==> config.mk <==
export PLATFORM = sky130hd
export DESIGN_NAME = sfl_cmd_launcher
export DESIGN_NICKNAME = d
export VERILOG_FILES = /design/src/rtl/sfl_pkg.sv /design/src/rtl/sfl_txbuf.sv /design/src/rtl/sfl_shifter.sv /design/src/rtl/sfl_cmd_launcher.sv
export SDC_FILE = /design/constraint.sdc
export NUM_CORES = 1
export LEC_CHECK = 0
export BUFFER_PORTS_ARGS = -buffer_cell sky130_fd_sc_hd__buf_2
export CAP_MARGIN = 20
export CELL_PAD_IN_SITES_DETAIL_PLACEMENT = 1
export CELL_PAD_IN_SITES_GLOBAL_PLACEMENT = 1
export CORE_ASPECT_RATIO = 0.9
export CORE_MARGIN = 2
export CORE_UTILIZATION = 50
export CTS_BUF_LIST = sky130_fd_sc_hd__clkbuf_8
export DETAILED_ROUTE_END_ITERATION = 16
export HOLD_SLACK_MARGIN = 0.1
export PLACE_DENSITY_LB_ADDON = 0.1
export SYNTH_ARGS = -nofsm -noshare
export SYNTH_HDL_FRONTEND = slang
export SYNTH_SLANG_ARGS = --single-unit
export TNS_END_PERCENT = 20
==> constraint.sdc <==
create_clock -name clk -period 3.4 [get_ports clk]
set_input_delay 0.68 -clock clk [delete_from_list [all_inputs] [get_ports clk]]
set_output_delay 0.68 -clock clk [all_outputs]
set_load 0.01 [all_outputs]
==> src/rtl/sfl_pkg.sv <==
package sfl_pkg;
  typedef enum logic [1:0] {
    SEL_ADDR = 2'd0,
    SEL_CMD  = 2'd1,
    SEL_TXD  = 2'd2,
    SEL_CTRL = 2'd3
  } reg_sel_e;

  typedef enum logic [1:0] {
    ST_IDLE  = 2'd0,
    ST_SHIFT = 2'd1,
    ST_LOAD  = 2'd2,
    ST_END   = 2'd3
  } shf_state_e;

  localparam logic [7:0] PROG_CODE = 8'h02;
endpackage

==> src/rtl/sfl_txbuf.sv <==
module sfl_txbuf #(
  parameter int DEPTH = 15,
  parameter int W     = 32
) (
  input  logic         clk,
  input  logic         rst_n,
  input  logic         clr,
  input  logic         push,
  input  logic [W-1:0] wdata,
  input  logic         pop,
  output logic [W-1:0] rdata,
  output logic         empty,
  output logic         full,
  output logic         push_acc
);
  localparam int PW = (DEPTH > 1) ? $clog2(DEPTH) : 1;
  localparam int CW = $clog2(DEPTH + 1);

  logic [W-1:0]  mem_q [DEPTH];
  logic [PW-1:0] wp_q, wp_d, rp_q, rp_d;
  logic [CW-1:0] cnt_q, cnt_d;
  logic          pop_acc;

  function automatic logic [PW-1:0] wrap_inc(input logic [PW-1:0] p);
    return (p == PW'(DEPTH - 1)) ? '0 : p + 1'b1;
  endfunction

  assign empty    = (cnt_q == '0);
  assign full     = (cnt_q == CW'(DEPTH));
  assign push_acc = push && !full && !clr;
  assign pop_acc  = pop && !empty && !clr;
  assign rdata    = mem_q[rp_q];

  always_comb begin
    wp_d  = wp_q;
    rp_d  = rp_q;
    cnt_d = cnt_q;
    if (clr) begin
      wp_d  = '0;
      rp_d  = '0;
      cnt_d = '0;
    end else begin
      if (push_acc) wp_d = wrap_inc(wp_q);
      if (pop_acc)  rp_d = wrap_inc(rp_q);
      case ({push_acc, pop_acc})
        2'b10:   cnt_d = cnt_q + 1'b1;
        2'b01:   cnt_d = cnt_q - 1'b1;
        default: cnt_d = cnt_q;
      endcase
    end
  end

  always_ff @(posedge clk or negedge rst_n) begin
    if (!rst_n) begin
      wp_q  <= '0;
      rp_q  <= '0;
      cnt_q <= '0;
    end else begin
      wp_q  <= wp_d;
      rp_q  <= rp_d;
      cnt_q <= cnt_d;
    end
  end

  for (genvar i = 0; i < DEPTH; i++) begin : g_slot
    always_ff @(posedge clk) begin
      if (push_acc && (wp_q == PW'(i))) mem_q[i] <= wdata;
    end
  end

  // a push into a full buffer never grows the occupancy past DEPTH
  p_no_overflow_r7: assert property (@(posedge clk) disable iff (!rst_n)
    (full && push && !pop && !clr) |=> full);
  // the serial engine only takes a word that is present
  p_no_underflow_r10: assert property (@(posedge clk) disable iff (!rst_n)
    pop |-> !empty);
endmodule

==> src/rtl/sfl_shifter.sv <==
module sfl_shifter
  import sfl_pkg::*;
#(
  parameter int HALF  = 2,
  parameter int LEN_W = 8
) (
  input  logic             clk,
  input  logic             rst_n,
  input  logic             start,
  input  logic [7:0]       start_instr,
  input  logic [23:0]      start_addr,
  input  logic [LEN_W-1:0] start_len,
  input  logic             buf_empty,
  input  logic [31:0]      buf_rdata,
  output logic             buf_pop,
  output logic             busy,
  output logic             sck,
  output logic             cs_n,
  output logic             mosi
);
  localparam int HC_W = (HALF > 1) ? $clog2(HALF) : 1;

  shf_state_e       state_q, state_d;
  logic [31:0]      sreg_q, sreg_d;
  logic [5:0]       bits_q, bits_d;
  logic [LEN_W-1:0] rem_q, rem_d;
  logic             ph_q, ph_d;
  logic [HC_W-1:0]  hc_q, hc_d;
  logic             half_end;

  assign half_end = (hc_q == HC_W'(HALF - 1));

  always_comb begin
    state_d = state_q;
    sreg_d  = sreg_q;
    bits_d  = bits_q;
    rem_d   = rem_q;
    ph_d    = ph_q;
    hc_d    = hc_q;
    buf_pop = 1'b0;
    case (state_q)
      ST_IDLE: begin
        if (start) begin
          sreg_d  = {start_instr, start_addr};
          bits_d  = 6'd32;
          rem_d   = start_len;
          ph_d    = 1'b0;
          hc_d    = '0;
          state_d = ST_SHIFT;
        end
      end
      ST_SHIFT: begin
        if (half_end) begin
          hc_d = '0;
          ph_d = ~ph_q;
          if (ph_q) begin
            sreg_d = {sreg_q[30:0], 1'b0};
            bits_d = bits_q - 1'b1;
            if (bits_q == 6'd1) state_d = (rem_q == '0) ? ST_END : ST_LOAD;
          end
        end else begin
          hc_d = hc_q + 1'b1;
        end
      end
      ST_LOAD: begin
        if (!buf_empty) begin
          buf_pop = 1'b1;
          sreg_d  = buf_rdata;
          if (rem_q >= LEN_W'(4)) begin
            bits_d = 6'd32;
            rem_d  = rem_q - LEN_W'(4);
          end else begin
            bits_d = {rem_q[2:0], 3'b000};
            rem_d  = '0;
          end
          state_d = ST_SHIFT;
        end
      end
      default: state_d = ST_IDLE;
    endcase
  end

  always_ff @(posedge clk or negedge rst_n) begin
    if (!rst_n) begin
      state_q <= ST_IDLE;
      sreg_q  <= '0;
      bits_q  <= '0;
      rem_q   <= '0;
      ph_q    <= 1'b0;
      hc_q    <= '0;
    end else begin
      state_q <= state_d;
      sreg_q  <= sreg_d;
      bits_q  <= bits_d;
      rem_q   <= rem_d;
      ph_q    <= ph_d;
      hc_q    <= hc_d;
    end
  end

  assign busy = (state_q != ST_IDLE);
  assign cs_n = (state_q == ST_IDLE) || (state_q == ST_END);
  assign sck  = (state_q == ST_SHIFT) && ph_q;
  assign mosi = sreg_q[31];

  // data only moves while sck is low
  p_mosi_stable_r3: assert property (@(posedge clk) disable iff (!rst_n)
    (sck && $past(sck)) |-> $stable(mosi));
  // clock pulses only occur inside a selected frame
  p_sck_in_frame_r3: assert property (@(posedge clk) disable iff (!rst_n)
    sck |-> !cs_n);
  // a frame end always leaves a deselected cycle
  p_frame_gap_r11: assert property (@(posedge clk) disable iff (!rst_n)
    (state_q == ST_END) |=> (state_q == ST_IDLE));
endmodule

==> src/rtl/sfl_cmd_launcher.sv <==
module sfl_cmd_launcher
  import sfl_pkg::*;
#(
  parameter int DEPTH = 15,
  parameter int CNT_W = 16,
  parameter int HALF  = 2
) (
  input  logic             clk,
  input  logic             rst_ni,
  input  logic             wr_en,
  input  logic [1:0]       wr_sel,
  input  logic [3:0]       wr_be,
  input  logic [31:0]      wr_data,
  output logic             txne,
  output logic [CNT_W-1:0] wr_count,
  output logic             busy,
  output logic             sck,
  output logic             cs_n,
  output logic             mosi
);
  localparam int LEN_W = 8;

  logic rst_meta_q, rst_n;
  always_ff @(posedge clk or negedge rst_ni) begin
    if (!rst_ni) begin
      rst_meta_q <= 1'b0;
      rst_n      <= 1'b0;
    end else begin
      rst_meta_q <= 1'b1;
      rst_n      <= rst_meta_q;
    end
  end

  logic [23:0]      addr_q, addr_d;
  logic [LEN_W-1:0] len_q, len_d, len_use;
  logic [CNT_W-1:0] cnt_q, cnt_d;
  logic             launch_req, launch_ok, len_wr, is_prog;
  logic             clr_req, push_req, push_acc;
  logic             buf_empty, buf_full, buf_pop;
  logic [31:0]      buf_rdata;

  assign launch_req = wr_en && (wr_sel == SEL_CMD) && wr_be[0];
  assign len_wr     = wr_en && (wr_sel == SEL_CMD) && wr_be[2];
  assign is_prog    = (wr_data[7:0] == PROG_CODE);
  assign launch_ok  = launch_req && !busy && !(is_prog && buf_empty);
  assign clr_req    = wr_en && (wr_sel == SEL_CTRL) && wr_be[0] && wr_data[0];
  assign push_req   = wr_en && (wr_sel == SEL_TXD);
  assign len_use    = len_wr ? wr_data[23:16] : len_q;

  always_comb begin
    addr_d = addr_q;
    len_d  = len_q;
    cnt_d  = cnt_q;
    if (wr_en && (wr_sel == SEL_ADDR)) addr_d = wr_data[23:0];
    if (len_wr && (!launch_req || launch_ok)) len_d = wr_data[23:16];
    if (clr_req)       cnt_d = '0;
    else if (push_acc) cnt_d = cnt_q + 1'b1;
  end

  always_ff @(posedge clk or negedge rst_n) begin
    if (!rst_n) begin
      addr_q <= '0;
      len_q  <= '0;
      cnt_q  <= '0;
    end else begin
      addr_q <= addr_d;
      len_q  <= len_d;
      cnt_q  <= cnt_d;
    end
  end

  sfl_txbuf #(.DEPTH(DEPTH), .W(32)) u_txbuf (
    .clk      (clk),
    .rst_n    (rst_n),
    .clr      (clr_req),
    .push     (push_req),
    .wdata    (wr_data),
    .pop      (buf_pop),
    .rdata    (buf_rdata),
    .empty    (buf_empty),
    .full     (buf_full),
    .push_acc (push_acc)
  );

  sfl_shifter #(.HALF(HALF), .LEN_W(LEN_W)) u_shifter (
    .clk         (clk),
    .rst_n       (rst_n),
    .start       (launch_ok),
    .start_instr (wr_data[7:0]),
    .start_addr  (addr_q),
    .start_len   (is_prog ? len_use : '0),
    .buf_empty   (buf_empty),
    .buf_rdata   (buf_rdata),
    .buf_pop     (buf_pop),
    .busy        (busy),
    .sck         (sck),
    .cs_n        (cs_n),
    .mosi        (mosi)
  );

  assign txne     = !buf_empty;
  assign wr_count = cnt_q;

  // an accepted launch makes the engine busy on the next cycle
  p_busy_after_launch_r11: assert property (@(posedge clk) disable iff (!rst_n)
    launch_ok |=> busy);
  // program launch on an empty buffer leaves the engine idle
  p_empty_prog_r6: assert property (@(posedge clk) disable iff (!rst_n)
    (launch_req && is_prog && !txne && !busy) |=> !busy);
  // a clear zeroes the written-word counter
  p_count_clear_r9: assert property (@(posedge clk) disable iff (!rst_n)
    clr_req |=> (wr_count == '0));
  // a clear empties the buffer
  p_clear_empty_r8: assert property (@(posedge clk) disable iff (!rst_n)
    clr_req |=> !txne);
  // a full buffer does not report more accepted pushes
  p_full_drop_r7: assert property (@(posedge clk) disable iff (!rst_n)
    (push_req && buf_full && !clr_req) |=> $stable(wr_count));
endmodule

# Word level (Yosys, flattened, before mapping)

Memory sizes are Yosys's and may differ from the RTL's.
Cells that the tools add are included.

Muxes and demuxes: 113
Eq/ne operators: 31
Bitwise logic cells: 1
Add/subtract/negate cells: 8
$lt $le $gt $ge: 1
Reduce and logical (&&, ||, !) cells: 71

Operators with widths:

| cell                  | number |
|---|---|
| $mux 32               | 18 |
| $reduce_or 32->1      | 14 |
| $pmux 32 s3           | 1 |
| $mux 4                | 21 |
| $mux 1                | 50 |
| $mux 8                | 5 |
| $eq 4x4->1 const B    | 9 |
| $logic_and 1x1->1     | 32 |
| $mux 16               | 2 |
| $mux 6                | 5 |
| $pmux 6 s3            | 1 |
| $add 16x1->16 const B | 1 |
| $eq 4x3->1 const B    | 4 |
| $pmux 8 s2            | 1 |
| $add 4x1->4 const B   | 3 |
| $eq 2x2->1 const B    | 5 |
| $mux 2                | 5 |
| $reduce_and 5->1      | 2 |
| $reduce_bool 2->1     | 5 |
| $eq 4x2->1 const B    | 2 |
| $eq 8x2->1 const B    | 1 |
| $ge 8x3->1 const B    | 1 |
| $logic_not 4->1       | 2 |
| $logic_not 8->1       | 1 |
| 19 further kinds      | 34 |

Register bits after elaboration: 112
Word-level logic and storage cells: 240
Memories kept: 1
Input bits: 41
RAM bits: 480
Output and inout port bits: 21

Memories:

| memory        | words | width | rd ports | clocked after memory_dff | wr ports | RTL line        | RTL |
|---|---|---|---|---|---|---|---|
| u_txbuf.mem_q | 15    | 32    | 1        | 0                        | 1        | sfl_txbuf.sv:19 | `logic [W-1:0] mem_q [DEPTH];` |

# Logic depth before layout (Yosys ltp)

Depth after elaboration: 24
Mapped depth: 12
Depth with buffers taken out: 10

# Modules after synthesis

From an unflattened synthesis, not the netlist that was laid out.

Cells, all modules: 1389
Area total of the unflattened synthesis: 24578.6 sq um

Modules (own cells, without submodules):

| module           | area each (sq um) | times used | cells each | sequential area each (sq um) |
|---|---|---|---|---|
| sfl_txbuf        | 19123.3           | 1          | 869        | 14714.1 |
| sfl_shifter      | 3005.4            | 1          | 315        | 1251.2 |
| sfl_cmd_launcher | 2449.8            | 1          | 205        | 1251.2 |

# Least setup slack after synthesis

No wires, ideal clock.

Kind: input -> register
From: input port wr_sel[0]
To: memory u_txbuf.mem_q[1][0] (enable)
Data required time: 2939 ps
Path buffers: 3
Stages on the path: 7
Setup slack: -935 ps
Library setup time: 461 ps
Arrival time: 3874 ps
Cell sequence: and3b_1 > clkbuf_1 > and2_1 > clkbuf_2 > buf_2 > nand3_1 > nor3_1

Cells in the longest elaborated chain, start to end: 24
Elaborated cells on any way between the ends: 96
Those cells by class: 2 x eq/ne; 58 x mux; 36 x reduce/logical

Ends and longest elaborated chain:

| item                                                            | RTL line               | RTL |
|---|---|---|
| start: declaration                                              | sfl_cmd_launcher.sv:11 | `input logic [1:0] wr_sel,` |
| $eq 2x2->1                                                      | sfl_cmd_launcher.sv:46 | `assign clr_req = wr_en && (wr_sel == SEL_CTRL) && wr_be[0] && wr_data[0];` |
| $logic_and 1x1->1 (3 in a row)                                  | sfl_cmd_launcher.sv:46 |  |
| $logic_not 1->1                                                 | sfl_txbuf.sv:30        | `assign push_acc = push && !full && !clr;` |
| $logic_and 1x1->1 *                                             | sfl_txbuf.sv:30        |  |
| $logic_and 1x1->1                                               | sfl_txbuf.sv:67        | `if (push_acc && (wp_q == PW'(i))) mem_q[i] <= wdata;` |
| $mux 1                                                          | sfl_txbuf.sv:67        |  |
| $mux 1 (implied by the code)                                    | sfl_txbuf.sv:67        |  |
| $reduce_or 32->1 (no source line)                               | -                      |  |
| $mux 4 (no source line) or $mux 1 (tied branches) (14 in a row) | -                      |  |
| end: declaration                                                | sfl_txbuf.sv:19        |  |

Every way passes the cells marked *; elsewhere a longest branch is shown, timed or not.

# Worst setup path in the final report

From: register u_shifter.state_q[1]
To: output port cs_n

Cells in the longest elaborated chain, start to end: 2
Elaborated cells on any way between the ends: 3
Those cells by class: 1 x eq/ne; 2 x reduce/logical

Ends and longest elaborated chain:

| item                                          | RTL line               | RTL |
|---|---|---|
| start: declaration                            | sfl_shifter.sv:23      | `shf_state_e state_q, state_d;` |
| start signal: assignment                      | sfl_shifter.sv:92      | `state_q <= state_d;` |
| $eq 2x2->1 or $logic_not 2->1 (tied branches) | sfl_shifter.sv:102     | `assign cs_n = (state_q == ST_IDLE) \|\| (state_q == ST_END);` |
| $logic_or 1x1->1 *                            | sfl_shifter.sv:102     |  |
| end: declaration                              | sfl_cmd_launcher.sv:18 | `output logic cs_n,` |

Marked as above.

==> summary.txt <==
count leader, synth -> edfxtp_1
Power Density -> 658 nW/um2
post-synthesis async set-or-reset flop share -> 18.9%
core area -> 47900 um2
largest area contributor in the netlist -> edfxtp_1
total net switching power -> 5200 uW
Synth top area share -> 59.3%
final critical-path share of the clock period -> 88.1%
Placer Congestion -> 0.767
Clock Pin Slew Worst Setup and Hold Paths -> 0.07 ns
drt wl/cell -> 25.3 um
Most used DFF post-synth -> edfxtp_1
Max-Cap Viols -> 0
DRC Markers -> 0
setup ws final -> 0.405 ns
pre-CTS setup slack -> 0.464 ns
Routed WL -> 59.1 mm
Setup crit end kind -> output pin
LEAKAGE -> 0.00944 uW
required time worst endpoint -> 2.72 ns
Vias -> 13655
Hold Vio Cnt, Final -> 0
Die H -> 213 um
die area -> 50400 um2
layout cells sized above 1 -> 24.2%
logic gate share of total power -> 19.4%
NumNets Final -> 1688
share of power burned in the clock network -> 32.8%
Synth cell types -> 67
post-CTS setup buffers -> 0
Reg power frac -> 47.7%
Setup Viol. Count Final -> 0
TritonCTS clock tree -> done
f_max -> 0.334 GHz
CTS sink cnt -> 592
Final Skew -> 0.0222 ns
max_slew headroom -> 34.6%
Final min period -> 2.99 ns
Area contributors post-synth -> edfxtp_1 (59%), dfrtp_1 (12%), mux4_2 (6.1%), mux2i_1 (4.2%), mux2_2 (3.1%)
CTS Buf Count -> 96
top cells by count, synth -> edfxtp_1 (480), nand2_1 (130), dfrtp_1 (112)
Syn. warnings -> 0
antenna violations before repair -> 1
RSZ-0062 raised after global routing -> no
Int Pwr -> 13100 uW
# H-tree levels -> 3
Clock Latency Late Sink -> 0.69 ns
synth-to-layout area growth -> 14.1%
post-synthesis sequential area ratio -> 70.8%
vias in the first global route -> 15051
cell count after synthesis -> 1505
Mapped Nets -> 1560
first-pass GRT wire length -> 91.2 mm
drt first pass iters -> 5
DRT iter0 DRCs -> 998
status -> finished clean
mapped cell area -> 24300 um2
Post-synth EDFFs -> 480
CP startpoint kind -> register
starting density of the core -> 50.7%
CTS Root Cell -> clkbuf_8
CP Max Fanout -> 24
number of core rows -> 76
syn_area_per_cell -> 16.2 um2
maximum VDD drop -> 0.579 mV
crit path DAT -> 2.31 ns
Slew @ Worst Pin -> 0.982 ns
Min Hold Slack -> 0.314 ns
largest net degree at the start of global routing -> 78
hpwl dp -> 32.8 mm
vias per cell -> 5.84
remaining global-route overflow -> 0
switching part of the total -> 28.5%
Setup TNS Final -> 0 ns
flops & latches, synth -> 592
# IOs -> 62
post-route ant nets -> 0
die width -> 236 um
Buffers on Ports -> 59
HP Class -> input pin to async pin
critical path type -> register to output pin
CTS Buffer Depth -> 3
Slew Limit Fails -> 0
gr usage total -> 24.4%
## cell usage in the layout (no fill, tap or decap), types with 10 or more instances in the layout
cell type,netlist,final
a21oi_1,48,48
buf_2,21,59
nand3_1,11,11
nor2_1,100,89
mux2_2,67,67
ha_1,14,12
edfxtp_1,480,480
clkbuf_8,0,113
nor3_1,17,13
buf_12,0,27
mux2i_1,102,102
mux4_2,66,66
a22o_1,37,37
nand2_1,130,130
clkinv_2,0,10
buf_4,18,31
o211ai_1,64,64
o21ai_0,50,50
dfrtp_1,112,108
nor2_4,1,12
inv_1,15,57
## flip-flops by register name (all words and copies together) (netlist names)
register,count
u_txbuf.mem_q,480
u_shifter.sreg_q,32
addr_q,24
wr_count,16
len_q,8
u_shifter.rem_q,8
u_shifter.bits_q,6
u_txbuf.cnt_q,4
u_txbuf.rp_q,4
u_txbuf.wp_q,4
u_shifter.state_q,2
rst_meta_q,1
rst_n,1
u_shifter.half_end,1
u_shifter.ph_q,1
## kinds of logic after synthesis
kind of cell	share of synthesized area, %
flip-flops	70.8
AND/OR/NAND/NOR	5.52
AO/OA/AOI/OAI	6.86
multiplexers	13.4
buffers and inverters	2.16
adder cells (fa/ha/maj)	0.720
XOR/XNOR	0.504
other	0.0154
## final timing paths
kind / start / to / slack, ns / cells past startpoint
hold / removal: rst_ni / rst_n / 0.31 / 2
max in group asynchronous: rst_n / u_txbuf.rp_q[0] / 2.20 / 1
hold reg to reg: rst_n / addr_q[21] / 0.32 / 0
min in group clk: rst_meta_q / rst_n / 0.35 / 0
setup / recovery: u_shifter.state_q[1] / cs_n / 0.41 / 4
setup reg to reg: u_txbuf.cnt_q[1] / u_txbuf.cnt_q[3] / 0.56 / 10
## area by class of cell
type	instances	area, um2
tap	624	781
timing repair buffer	118	1080
fill	4415	20200
antenna	1	2.50
sequential	592	17200
clock buffer	113	1560
inverter	16	60.1
clock inverter	67	344
multi-input combinational	809	6700
## critical path, cell delays in order (launching register included)
cell and delay [ns]:
dfrtp_1 0.42, inv_1 0.09, ha_2 0.81, inv_1 0.13, buf_2 0.18
## metal layers
layer  wire (um)  GRT usage (%)
met1       25300           31.7
met2       30000           41.9
met3        2450           4.34
met4        1390           7.99
met5           0              0
## through the flow
stage	instances	utilization (%)	power [uW]	cell area (um2)
2_1_floorplan	1505	-	11300	24300
3_3_place_gp	2158	53.9	12300	25800
3_5_place_dp	2158	53.9	12400	25800
4_1_cts	2339	57.9	18500	27800
5_1_grt	2340	57.9	19200	27800
6_report	2340	57.9	18300	27800
## power by group through the flow
stage               registers, uW  clock network (uW)  logic [uW]
CTS                          8720                6160        3600
finish                       8720                6000        3550
detailed placement           8860                   0        3570
global route                 8780                6470        3950
global placement             8830                   0        3450
floorplan                    8670                   0        2590
## timing repair
| item | 4_1_cts | 5_1_grt |
|---|---|---|
| hold buffers | 1 | 0 |
| hold endpoints to repair | 2 | 0 |
| gates resized for setup | 0 | 0 |
No activity file was read; power rests on OpenSTA's default activity.
